### src/rtl/rs_pkg.sv
package rs_pkg;
  localparam int unsigned DEF_ENTRIES  = 3;
  localparam int unsigned DEF_TAG_W    = 3;
  localparam int unsigned DEF_DATA_W   = 16;
  localparam int unsigned DEF_OP_W     = 4;
  localparam int unsigned DEF_IMM_W    = 16;
  localparam int unsigned DEF_TAG_BASE = 1;

  function automatic int unsigned idx_width(input int unsigned n);
    return (n > 1) ? $clog2(n) : 1;
  endfunction
endpackage

### src/rtl/rs_alloc.sv
module rs_alloc #(
  parameter int unsigned N     = 3,
  parameter int unsigned IDX_W = 2
) (
  input  logic [N-1:0]     busy_i,
  input  logic             issue_valid_i,
  output logic             full_o,
  output logic [IDX_W-1:0] free_idx_o,
  output logic [N-1:0]     alloc_o
);
  always_comb begin
    free_idx_o = '0;
    for (int i = N - 1; i >= 0; i--) begin
      if (!busy_i[i]) free_idx_o = IDX_W'(i);
    end
  end

  assign full_o = &busy_i;

  always_comb begin
    alloc_o = '0;
    if (issue_valid_i && !full_o) alloc_o[free_idx_o] = 1'b1;
  end
endmodule

### src/rtl/rs_entry.sv
module rs_entry #(
  parameter int unsigned TAG_W  = 3,
  parameter int unsigned DATA_W = 16,
  parameter int unsigned OP_W   = 4,
  parameter int unsigned IMM_W  = 16
) (
  input  logic              clk_i,
  input  logic              rst_ni,
  input  logic              alloc_i,
  input  logic [OP_W-1:0]   op_i,
  input  logic [DATA_W-1:0] vj_i,
  input  logic [TAG_W-1:0]  qj_i,
  input  logic [DATA_W-1:0] vk_i,
  input  logic [TAG_W-1:0]  qk_i,
  input  logic [IMM_W-1:0]  imm_i,
  input  logic              cdb_valid_i,
  input  logic [TAG_W-1:0]  cdb_tag_i,
  input  logic [DATA_W-1:0] cdb_value_i,
  input  logic              disp_fire_i,
  output logic              busy_o,
  output logic              ready_o,
  output logic [OP_W-1:0]   op_o,
  output logic [DATA_W-1:0] vj_o,
  output logic [DATA_W-1:0] vk_o,
  output logic [IMM_W-1:0]  imm_o
);
  logic              busy_q;
  logic [OP_W-1:0]   op_q;
  logic [DATA_W-1:0] vj_q, vk_q;
  logic [TAG_W-1:0]  qj_q, qk_q;
  logic [IMM_W-1:0]  imm_q;

  // bypass for operands whose producer broadcasts in the issue cycle
  logic new_j_hit, new_k_hit, j_hit, k_hit;
  assign new_j_hit = cdb_valid_i && (qj_i != '0) && (cdb_tag_i == qj_i);
  assign new_k_hit = cdb_valid_i && (qk_i != '0) && (cdb_tag_i == qk_i);
  assign j_hit     = cdb_valid_i && busy_q && (qj_q != '0) && (cdb_tag_i == qj_q);
  assign k_hit     = cdb_valid_i && busy_q && (qk_q != '0) && (cdb_tag_i == qk_q);

  always_ff @(posedge clk_i or negedge rst_ni) begin
    if (!rst_ni) begin
      busy_q <= 1'b0;
      op_q   <= '0;
      vj_q   <= '0;
      vk_q   <= '0;
      qj_q   <= '0;
      qk_q   <= '0;
      imm_q  <= '0;
    end else if (alloc_i) begin
      busy_q <= 1'b1;
      op_q   <= op_i;
      imm_q  <= imm_i;
      vj_q   <= new_j_hit ? cdb_value_i : vj_i;
      qj_q   <= new_j_hit ? '0 : qj_i;
      vk_q   <= new_k_hit ? cdb_value_i : vk_i;
      qk_q   <= new_k_hit ? '0 : qk_i;
    end else begin
      if (disp_fire_i) busy_q <= 1'b0;
      if (j_hit) begin
        vj_q <= cdb_value_i;
        qj_q <= '0;
      end
      if (k_hit) begin
        vk_q <= cdb_value_i;
        qk_q <= '0;
      end
    end
  end

  assign busy_o  = busy_q;
  assign ready_o = busy_q && (qj_q == '0) && (qk_q == '0);
  assign op_o    = op_q;
  assign vj_o    = vj_q;
  assign vk_o    = vk_q;
  assign imm_o   = imm_q;

  a_r8_free_after_fire: assert property (@(posedge clk_i) disable iff (!rst_ni)
    disp_fire_i |=> !busy_q);
  a_r3_wake_j: assert property (@(posedge clk_i) disable iff (!rst_ni)
    (!alloc_i && j_hit) |=> (qj_q == '0) && (vj_q == $past(cdb_value_i)));
  a_r3_wake_k: assert property (@(posedge clk_i) disable iff (!rst_ni)
    (!alloc_i && k_hit) |=> (qk_q == '0) && (vk_q == $past(cdb_value_i)));
  a_r4_issue_bypass_j: assert property (@(posedge clk_i) disable iff (!rst_ni)
    (alloc_i && new_j_hit) |=> ready_o || (qk_q != '0));
  a_r8_no_release_unready: assert property (@(posedge clk_i) disable iff (!rst_ni)
    disp_fire_i |-> ready_o);
endmodule

### src/rtl/rs_age_select.sv
module rs_age_select #(
  parameter int unsigned N = 3
) (
  input  logic         clk_i,
  input  logic         rst_ni,
  input  logic [N-1:0] alloc_i,
  input  logic [N-1:0] ready_i,
  output logic [N-1:0] grant_o,
  output logic         valid_o
);
  // older_q[i][j] set: entry i was allocated before entry j
  logic [N-1:0] older_q [N];

  always_ff @(posedge clk_i or negedge rst_ni) begin
    if (!rst_ni) begin
      for (int i = 0; i < N; i++) older_q[i] <= '0;
    end else begin
      for (int i = 0; i < N; i++) begin
        for (int j = 0; j < N; j++) begin
          if (i != j) begin
            if (alloc_i[i])      older_q[i][j] <= 1'b0;
            else if (alloc_i[j]) older_q[i][j] <= 1'b1;
          end
        end
      end
    end
  end

  always_comb begin
    for (int i = 0; i < N; i++) begin
      grant_o[i] = ready_i[i];
      for (int j = 0; j < N; j++) begin
        if (i != j && ready_i[j] && !older_q[i][j]) grant_o[i] = 1'b0;
      end
    end
  end

  assign valid_o = |ready_i;

  a_r7_grant_onehot: assert property (@(posedge clk_i) disable iff (!rst_ni)
    $onehot0(grant_o));
  a_r6_grant_when_ready: assert property (@(posedge clk_i) disable iff (!rst_ni)
    valid_o |-> $countones(grant_o) == 1);
  a_r7_single_alloc: assert property (@(posedge clk_i) disable iff (!rst_ni)
    $onehot0(alloc_i));
endmodule

### src/rtl/rs_array.sv
module rs_array
  import rs_pkg::*;
#(
  parameter int unsigned N_ENTRIES = DEF_ENTRIES,
  parameter int unsigned TAG_W     = DEF_TAG_W,
  parameter int unsigned DATA_W    = DEF_DATA_W,
  parameter int unsigned OP_W      = DEF_OP_W,
  parameter int unsigned IMM_W     = DEF_IMM_W,
  parameter int unsigned TAG_BASE  = DEF_TAG_BASE
) (
  input  logic              clk_i,
  input  logic              rst_ni,
  input  logic              issue_valid_i,
  input  logic [OP_W-1:0]   issue_op_i,
  input  logic [DATA_W-1:0] issue_vj_i,
  input  logic [TAG_W-1:0]  issue_qj_i,
  input  logic [DATA_W-1:0] issue_vk_i,
  input  logic [TAG_W-1:0]  issue_qk_i,
  input  logic [IMM_W-1:0]  issue_imm_i,
  output logic              full_o,
  output logic [TAG_W-1:0]  issue_tag_o,
  input  logic              cdb_valid_i,
  input  logic [TAG_W-1:0]  cdb_tag_i,
  input  logic [DATA_W-1:0] cdb_value_i,
  output logic              disp_valid_o,
  input  logic              disp_ready_i,
  output logic [OP_W-1:0]   disp_op_o,
  output logic [DATA_W-1:0] disp_vj_o,
  output logic [DATA_W-1:0] disp_vk_o,
  output logic [IMM_W-1:0]  disp_imm_o,
  output logic [TAG_W-1:0]  disp_tag_o
);
  localparam int unsigned IDX_W = idx_width(N_ENTRIES);

  initial begin
    a_tag_range: assert (TAG_BASE >= 1 && TAG_BASE + N_ENTRIES <= (1 << TAG_W));
  end

  logic [N_ENTRIES-1:0] busy, ready, alloc, grant, fire;
  logic [IDX_W-1:0]     free_idx, sel_idx;
  logic [OP_W-1:0]      e_op  [N_ENTRIES];
  logic [DATA_W-1:0]    e_vj  [N_ENTRIES];
  logic [DATA_W-1:0]    e_vk  [N_ENTRIES];
  logic [IMM_W-1:0]     e_imm [N_ENTRIES];
  logic                 disp_fire;

  rs_alloc #(.N(N_ENTRIES), .IDX_W(IDX_W)) i_alloc (
    .busy_i        (busy),
    .issue_valid_i (issue_valid_i),
    .full_o        (full_o),
    .free_idx_o    (free_idx),
    .alloc_o       (alloc)
  );

  assign issue_tag_o = TAG_W'(TAG_BASE) + TAG_W'(free_idx);

  for (genvar g = 0; g < N_ENTRIES; g++) begin : g_entry
    rs_entry #(.TAG_W(TAG_W), .DATA_W(DATA_W), .OP_W(OP_W), .IMM_W(IMM_W)) i_entry (
      .clk_i       (clk_i),
      .rst_ni      (rst_ni),
      .alloc_i     (alloc[g]),
      .op_i        (issue_op_i),
      .vj_i        (issue_vj_i),
      .qj_i        (issue_qj_i),
      .vk_i        (issue_vk_i),
      .qk_i        (issue_qk_i),
      .imm_i       (issue_imm_i),
      .cdb_valid_i (cdb_valid_i),
      .cdb_tag_i   (cdb_tag_i),
      .cdb_value_i (cdb_value_i),
      .disp_fire_i (fire[g]),
      .busy_o      (busy[g]),
      .ready_o     (ready[g]),
      .op_o        (e_op[g]),
      .vj_o        (e_vj[g]),
      .vk_o        (e_vk[g]),
      .imm_o       (e_imm[g])
    );
  end

  rs_age_select #(.N(N_ENTRIES)) i_select (
    .clk_i   (clk_i),
    .rst_ni  (rst_ni),
    .alloc_i (alloc),
    .ready_i (ready),
    .grant_o (grant),
    .valid_o (disp_valid_o)
  );

  assign disp_fire = disp_valid_o && disp_ready_i;
  assign fire      = disp_fire ? grant : '0;

  always_comb begin
    sel_idx    = '0;
    disp_op_o  = '0;
    disp_vj_o  = '0;
    disp_vk_o  = '0;
    disp_imm_o = '0;
    for (int i = 0; i < N_ENTRIES; i++) begin
      if (grant[i]) begin
        sel_idx    = IDX_W'(i);
        disp_op_o  = disp_op_o  | e_op[i];
        disp_vj_o  = disp_vj_o  | e_vj[i];
        disp_vk_o  = disp_vk_o  | e_vk[i];
        disp_imm_o = disp_imm_o | e_imm[i];
      end
    end
  end

  assign disp_tag_o = TAG_W'(TAG_BASE) + TAG_W'(sel_idx);

  a_r5_full_blocks_issue: assert property (@(posedge clk_i) disable iff (!rst_ni)
    full_o |=> $countones(busy) <= $past($countones(busy)));
  a_r6_tag_nonzero: assert property (@(posedge clk_i) disable iff (!rst_ni)
    disp_valid_o |-> disp_tag_o != '0);
  a_r8_hold_offer: assert property (@(posedge clk_i) disable iff (!rst_ni)
    (disp_valid_o && !disp_ready_i) |=> disp_valid_o);
  a_r2_issue_tag_free: assert property (@(posedge clk_i) disable iff (!rst_ni)
    (issue_valid_i && !full_o) |=> busy[$past(free_idx)]);
endmodule

### config.mk
export PLATFORM = sky130hd
export DESIGN_NAME = rs_array
export DESIGN_NICKNAME = d
export VERILOG_FILES = /design/src/rtl/rs_pkg.sv /design/src/rtl/rs_alloc.sv /design/src/rtl/rs_entry.sv /design/src/rtl/rs_age_select.sv /design/src/rtl/rs_array.sv
export SDC_FILE = /design/constraint.sdc
export NUM_CORES = 1
export LEC_CHECK = 0
export ABC_AREA = 1
export BUFFER_PORTS_ARGS = -buffer_cell sky130_fd_sc_hd__buf_4
export CORE_MARGIN = 2
export CORE_UTILIZATION = 53
export CTS_CLUSTER_SIZE = 16
export DETAILED_ROUTE_END_ITERATION = 7
export HOLD_SLACK_MARGIN = 0.02
export MAX_ROUTING_LAYER = met4
export PLACE_DENSITY = 0.88
export SETUP_SLACK_MARGIN = 0.15
export SYNTH_ARGS = -nofsm -noshare
export SYNTH_HDL_FRONTEND = slang
export SYNTH_HIERARCHICAL = 1
export SYNTH_SLANG_ARGS = --single-unit
### constraint.sdc
create_clock -name clk_i -period 1.6 [get_ports clk_i]
set_input_delay 0.08 -clock clk_i [delete_from_list [all_inputs] [get_ports clk_i]]
set_output_delay 0.08 -clock clk_i [all_outputs]
set_load 0.1 [all_outputs]
==> metrics.log, run 1 <==
[metrics] global placement routability congestion: 0.948
[metrics] clk root buf: clkbuf_16
[metrics] Synth area leader: dfrtp_1
[metrics] sink count of the clock tree: 183
[metrics] outcome: did not finish
[metrics] Port Buf Inserts: 140
[metrics] Ports: 142
[metrics] width of the die: 143 um
[metrics] first logged error message: [ERROR GRT-0232] Routing congestion too high. Check the congestion heatmap in the GUI.
[metrics] number of buffers between clock root and the deepest sink: 2
[metrics] Yosys cell types: 28
[metrics] Synth Warn #: 6
[metrics] Rows: 50
[metrics] height of the die: 143 um
[metrics] portion of synthesized cell area occupied by the leading cell type: 0.450
[metrics] mean area per synthesized cell: 7.42 sq um
[metrics] netlist area before placement: 0.0102 sq mm
[metrics] part of the Yosys area used for sequential elements: 0.450
[metrics] Tot GR Track Use: 0.840
[metrics] Initial Util: 0.543
[metrics] CTS HTree Levels: 4
[metrics] gate count after technology mapping: 1372
[metrics] CTS buffer count: 17
[metrics] maximum number of pins on one net before global-route repair: 59
[metrics] residual overflow from global routing: 169
[metrics] number of synthesized register bits: 183
[metrics] DPL Wire Length: 22700 um
[metrics] top post-synthesis cells by area: dfrtp_1, nand2_1, nand3_1
[metrics] net count after synthesis: 1455
[metrics] placed cell count: 1767
[metrics] step where the flow halted: global routing
[cells in the mapped netlist (all sizes together)]
cell type  number
clkbuf         18
nand3         338
xnor2           6
dfrtp         183
conb            1
buf            49
o21ai          15
inv           105
a21oi           8
nor2           41
nand2         592
nor4            3
ha              1
o22ai          12
[kinds of logic after synthesis]
group                      Yosys count  synth area share
DFF                                183             0.450
buffers and inverters              172            0.0914
AOI/OAI and AO/OA                   35            0.0187
and+or+nand+nor                    974             0.434
xor gates and xnor gates             6           0.00516
adders and majority gates            1           0.00123
other                                1          0.000368
[layer usage]
layer / GRT overflow / global-route usage
met5: - / -
met4: 55 / 0.835
met3: 5 / 0.688
met2: 106 / 0.965
met1: 3 / 0.832
[repair_timing]
action                     4_1_cts
hold endpoints to repair       349
setup buffers                   23
hold buffers                    75
setup endpoints to repair      239
pin swaps                       20
resized for setup              323
gates cloned                    11
[per-stage QoR]
stage | setup TNS, ps | instance area [sq um] | util | setup WS, ps | hold slack, ps
floorplan | -7840 | 11000 | - | -155 | -216
global placement | -25840 | 12700 | 0.678 | -545 | 2.72
detailed placement | -31830 | 12700 | 0.678 | -613 | 9.16
CTS | -55080 | 15800 | 0.844 | -858 | 21.3
==> run 2, diff against run 1 <==
--- a/config.mk
+++ b/config.mk
@@ -8,13 +8,9 @@
 export ABC_AREA = 1
 export BUFFER_PORTS_ARGS = -buffer_cell sky130_fd_sc_hd__buf_4
 export CORE_MARGIN = 2
-export CORE_UTILIZATION = 53
-export CTS_CLUSTER_SIZE = 16
+export CORE_UTILIZATION = 40
 export DETAILED_ROUTE_END_ITERATION = 7
-export HOLD_SLACK_MARGIN = 0.02
-export MAX_ROUTING_LAYER = met4
-export PLACE_DENSITY = 0.88
-export SETUP_SLACK_MARGIN = 0.15
+export PLACE_DENSITY_LB_ADDON = 0.15
 export SYNTH_ARGS = -nofsm -noshare
 export SYNTH_HDL_FRONTEND = slang
 export SYNTH_HIERARCHICAL = 1
==> constraint.sdc (replaced) <==
create_clock -name clk_i -period 2.1 [get_ports clk_i]
set_input_delay 0.105 -clock clk_i [delete_from_list [all_inputs] [get_ports clk_i]]
set_output_delay 0.105 -clock clk_i [all_outputs]
set_load 0.1 [all_outputs]
==> run 2 against run 1 <==
The flow now finishes, with violations (negative setup slack). Synthesized cell count is the same. Area after synthesis stayed put.
==> metrics.log, run 2 <==
[metrics] full die area: 0.0268 sq mm
[metrics] Synth area leader: dfrtp_1
[metrics] insertion delay to the later sink of the worst-skew pair: 440 ps
[metrics] internal portion of total power: 13.7 mW
[metrics] most frequent cells in the layout: nand2_1, nand3_1, dfrtp_1
[metrics] slack of the critical path: -409 ps
[metrics] crit-path max FO: 7
[metrics] power density of the placed cells: 1950 mW/mm^2
[metrics] Final min period: 2510 ps
[metrics] worst-case headroom to the max-slew limit: 0.586
[metrics] combinational share of power: 0.664
[metrics] Finished Layout Cells: 1931
[metrics] global placement routability congestion: 0.897 (-5.4%)
[metrics] via/cell ratio: 5.30
[metrics] Yosys cell types: 28 (unchanged)
[metrics] slowest stage cell, crit path: dfrtp_1
[metrics] part of the Yosys area used for sequential elements: 0.450 (unchanged)
[metrics] net count after synthesis: 1455 (unchanged)
[metrics] nets@finish: 1671
[metrics] CP arrival: 2400 ps
[metrics] outcome: complete, but fails checks
[metrics] unrepaired setup endpoints after global routing: yes
[metrics] Synth Warn #: 6 (unchanged)
[metrics] aggregate negative setup slack: -19330 ps
[metrics] Pleak: 7.63 nW
[metrics] kind of start point of the critical path: register
[metrics] Worst Tran Pin Value: 621 ps
[metrics] Worst Hold Slack: 18.7 ps
[metrics] via count of the first global-routing pass: 10000
[metrics] Cell Chain, Critical Path: nor2_4 > nand3_2 > nor4_4 > buf_4 > inv_1 > nor2_4 > nor2_4 > buf_12 > buf_16 > nand2_1 > nand3_2 > buf_12
[metrics] DRC violations left: 0
[metrics] CTS HTree Levels: 4 (unchanged)
[metrics] stage delay of the slowest cell on the critical path: 410 ps
[metrics] fraction of power spent switching nets: 0.526
[metrics] CTS buffer count: 17 (unchanged)
[metrics] post-route clock period utilization: 1.19
[metrics] residual overflow from global routing: 0
[metrics] leading post-synthesis cells by instance count: nand2_1, nand3_1, dfrtp_1, inv_1, nor2_1
[metrics] share of layout cells above drive strength 1: 0.260
[metrics] portion of synthesized cell area occupied by the leading cell type: 0.450 (unchanged)
[metrics] violations in the final reports: negative setup slack
[metrics] number of diodes: 0
[metrics] count leader, synth: nand2_1
[metrics] Critical Path Sink Type: primary output
[metrics] gate count after technology mapping: 1372 (unchanged)
[metrics] async set-reset flop share out of synthesis: 1.00 (unchanged)
[metrics] Slew Viols, Final: 0
[metrics] number of detailed-route iterations in the first pass: 5
[metrics] ys flop type: dfrtp_1
[metrics] number of synthesized register bits: 183 (unchanged)
[metrics] Layout Area Growth over Synthesis: 45.3%
[metrics] final setup skew: 14.3 ps
[metrics] clk root buf: clkbuf_16
[metrics] Seq pwr share: 0.224
[metrics] number of hold violations in the final report: 0
[metrics] sink count of the clock tree: 183 (unchanged)
[metrics] netlist area before placement: 0.0102 sq mm (unchanged)
[metrics] Ports: 142 (unchanged)
[metrics] mean area per synthesized cell: 7.42 sq um (unchanged)
[metrics] DPL Wire Length: 21200 um (-6.7%)
[metrics] Final Power: 28.9 mW
[metrics] count of flip-flops with a built-in enable after synthesis: 0 (unchanged)
[metrics] TritonCTS clock tree: yes
[metrics] CP top delay family: simple AND/OR/NAND/NOR gates
[metrics] CTS clock-pin slew for the worst setup and hold paths: 80 ps
[metrics] Post-Route WL: 36000 um
[metrics] Tot GR Track Use: 0.268
[metrics] peak clock frequency supported by timing: 0.399 GHz
[metrics] width of the die: 164 um (+15%)
[metrics] Most Frequent Cell on Critical Path: nor2_4
[metrics] routed length per instance: 18.6 um
[metrics] Clk network pwr share: 0.111
[metrics] number of nets still failing antenna checks after routing: 0
[metrics] number of endpoints failing setup at the final stage: 54
[metrics] maxcap violations: 0
[metrics] wire length of the first global-routing pass: 55500 um
[metrics] Switching Power: 15.2 mW
[metrics] placed cell count: 1810 (+2.4%)
[metrics] number of buffers between clock root and the deepest sink: 2 (unchanged)
[metrics] number of antenna violations at the first check in global routing: 0
[metrics] worst min path class: input pin to register
[metrics] vias post-DR: 10200
[metrics] worst ir drop on vdd: 1.64 mV
[metrics] critical setup path kind: register to primary output
[metrics] maximum number of pins on one net before global-route repair: 58
[metrics] Buffers & Inverters on Critical Path: 5
[metrics] Rows: 58 (+16%)
[metrics] required time worst endpoint: 2000 ps
[metrics] area of the placeable core: 0.0251 sq mm
[metrics] Port Buf Inserts: 140 (unchanged)
[metrics] Initial Util: 0.406 (-0.137)
[metrics] height of the die: 164 um (+15%)
[metrics] DRC marker count from the first detailed-route iteration: 806
[metrics] leading cell type in the layout, fill and taps excluded: nand2_1
[metrics] top post-synthesis cells by area: dfrtp_1, nand2_1, nand3_1
-- run 2: cell counts after synthesis --
No cell type changed its count.
-- run 2: final cells by class --
| cell class | instances | area [sq um] |
|---|---|---|
| Fill cell | 2240 | 10300 |
| Multi-Input combinational cell | 1017 | 5580 |
| Sequential cell | 183 | 4580 |
| Timing Repair Buffer | 264 | 3240 |
| Clock buffer | 19 | 453 |
| Tap cell | 330 | 413 |
| Inverter | 105 | 412 |
| Clock inverter | 13 | 128 |
-- run 2: metrics by stage --
stage | instance area, sq um | setup slack, ps | util
floorplan | 10400 | 18.6 | -
global placement | 11800 | -38.9 | 0.470
detailed placement | 11800 | -21.9 | 0.470
CTS | 14200 | -398 | 0.564
global route | 14800 | -513 | 0.590
finish | 14800 | -409 | 0.590
-- run 2: logic make-up after synthesis --
family                     count (synthesis)  synth area share
DFF                                      183             0.450
buffers and inverters                    172            0.0914
AOI/OAI and AO/OA                         35            0.0187
and+or+nand+nor                          974             0.434
xor gates and xnor gates                   6           0.00516
adders and majority gates                  1           0.00123
other                                      1          0.000368
-- run 2: worst reg2reg max path, delay by kind of cell, from the launching register on --
family | cells | cell delay [ps]
buf+inv | 5 | 650
flops | 1 | 410
simple gates | 6 | 710
compound gates | 1 | 100
-- run 2: power by group through the flow --
stage / Sequential (mW) / Clock (mW) / Combinational, mW
after detailed placement: 6.21 / 0 / 14.6
final: 6.47 / 3.22 / 19.2
after CTS: 6.29 / 3.29 / 17.8
after floorplan: 6.01 / 0 / 11.4
after global routing: 6.68 / 3.44 / 20.2
after global placement: 6.21 / 0 / 14.5
-- run 2: repair_timing --
action	in CTS	in global routing
hold buffers	67	0
pin swaps	4	5
cloned	5	7
gates resized for setup	235	96
hold endpoints to repair	197	0
buffers inserted	7	3
endpoints found under the setup margin	55	56
-- run 2: path summary, 6_finish.rpt --
path	to	depth (start not counted)	slack [ps]	from
worst max-delay path	disp_vj_o[5]	12	-410	g_entry[1].i_entry/qk_q[1]
worst min-delay path	g_entry[0].i_entry/qk_q[0]	3	20	issue_qk_i[0]
worst max register to register	g_entry[1].i_entry/busy_o	12	90	g_entry[1].i_entry/qk_q[1]
worst min register to register	g_entry[2].i_entry/imm_o[13]	2	470	g_entry[2].i_entry/imm_o[13]
max in group asynchronous	g_entry[2].i_entry/vk_o[5]	3	1190	rst_ni
min in group asynchronous	g_entry[0].i_entry/qk_q[1]	2	210	rst_ni
-- run 2: layer usage --
layer / routed length (um) / vias up / track usage
met2: 17400 / 366 / 0.446
met4: 947 / 0 / 0.0857
met3: 2370 / 70 / 0.0569
met1: 15300 / 4943 / 0.351
met5: 0 / - / 0
li1: - / 4848 / -
Note: power is estimated with default switching activity, not from simulation.
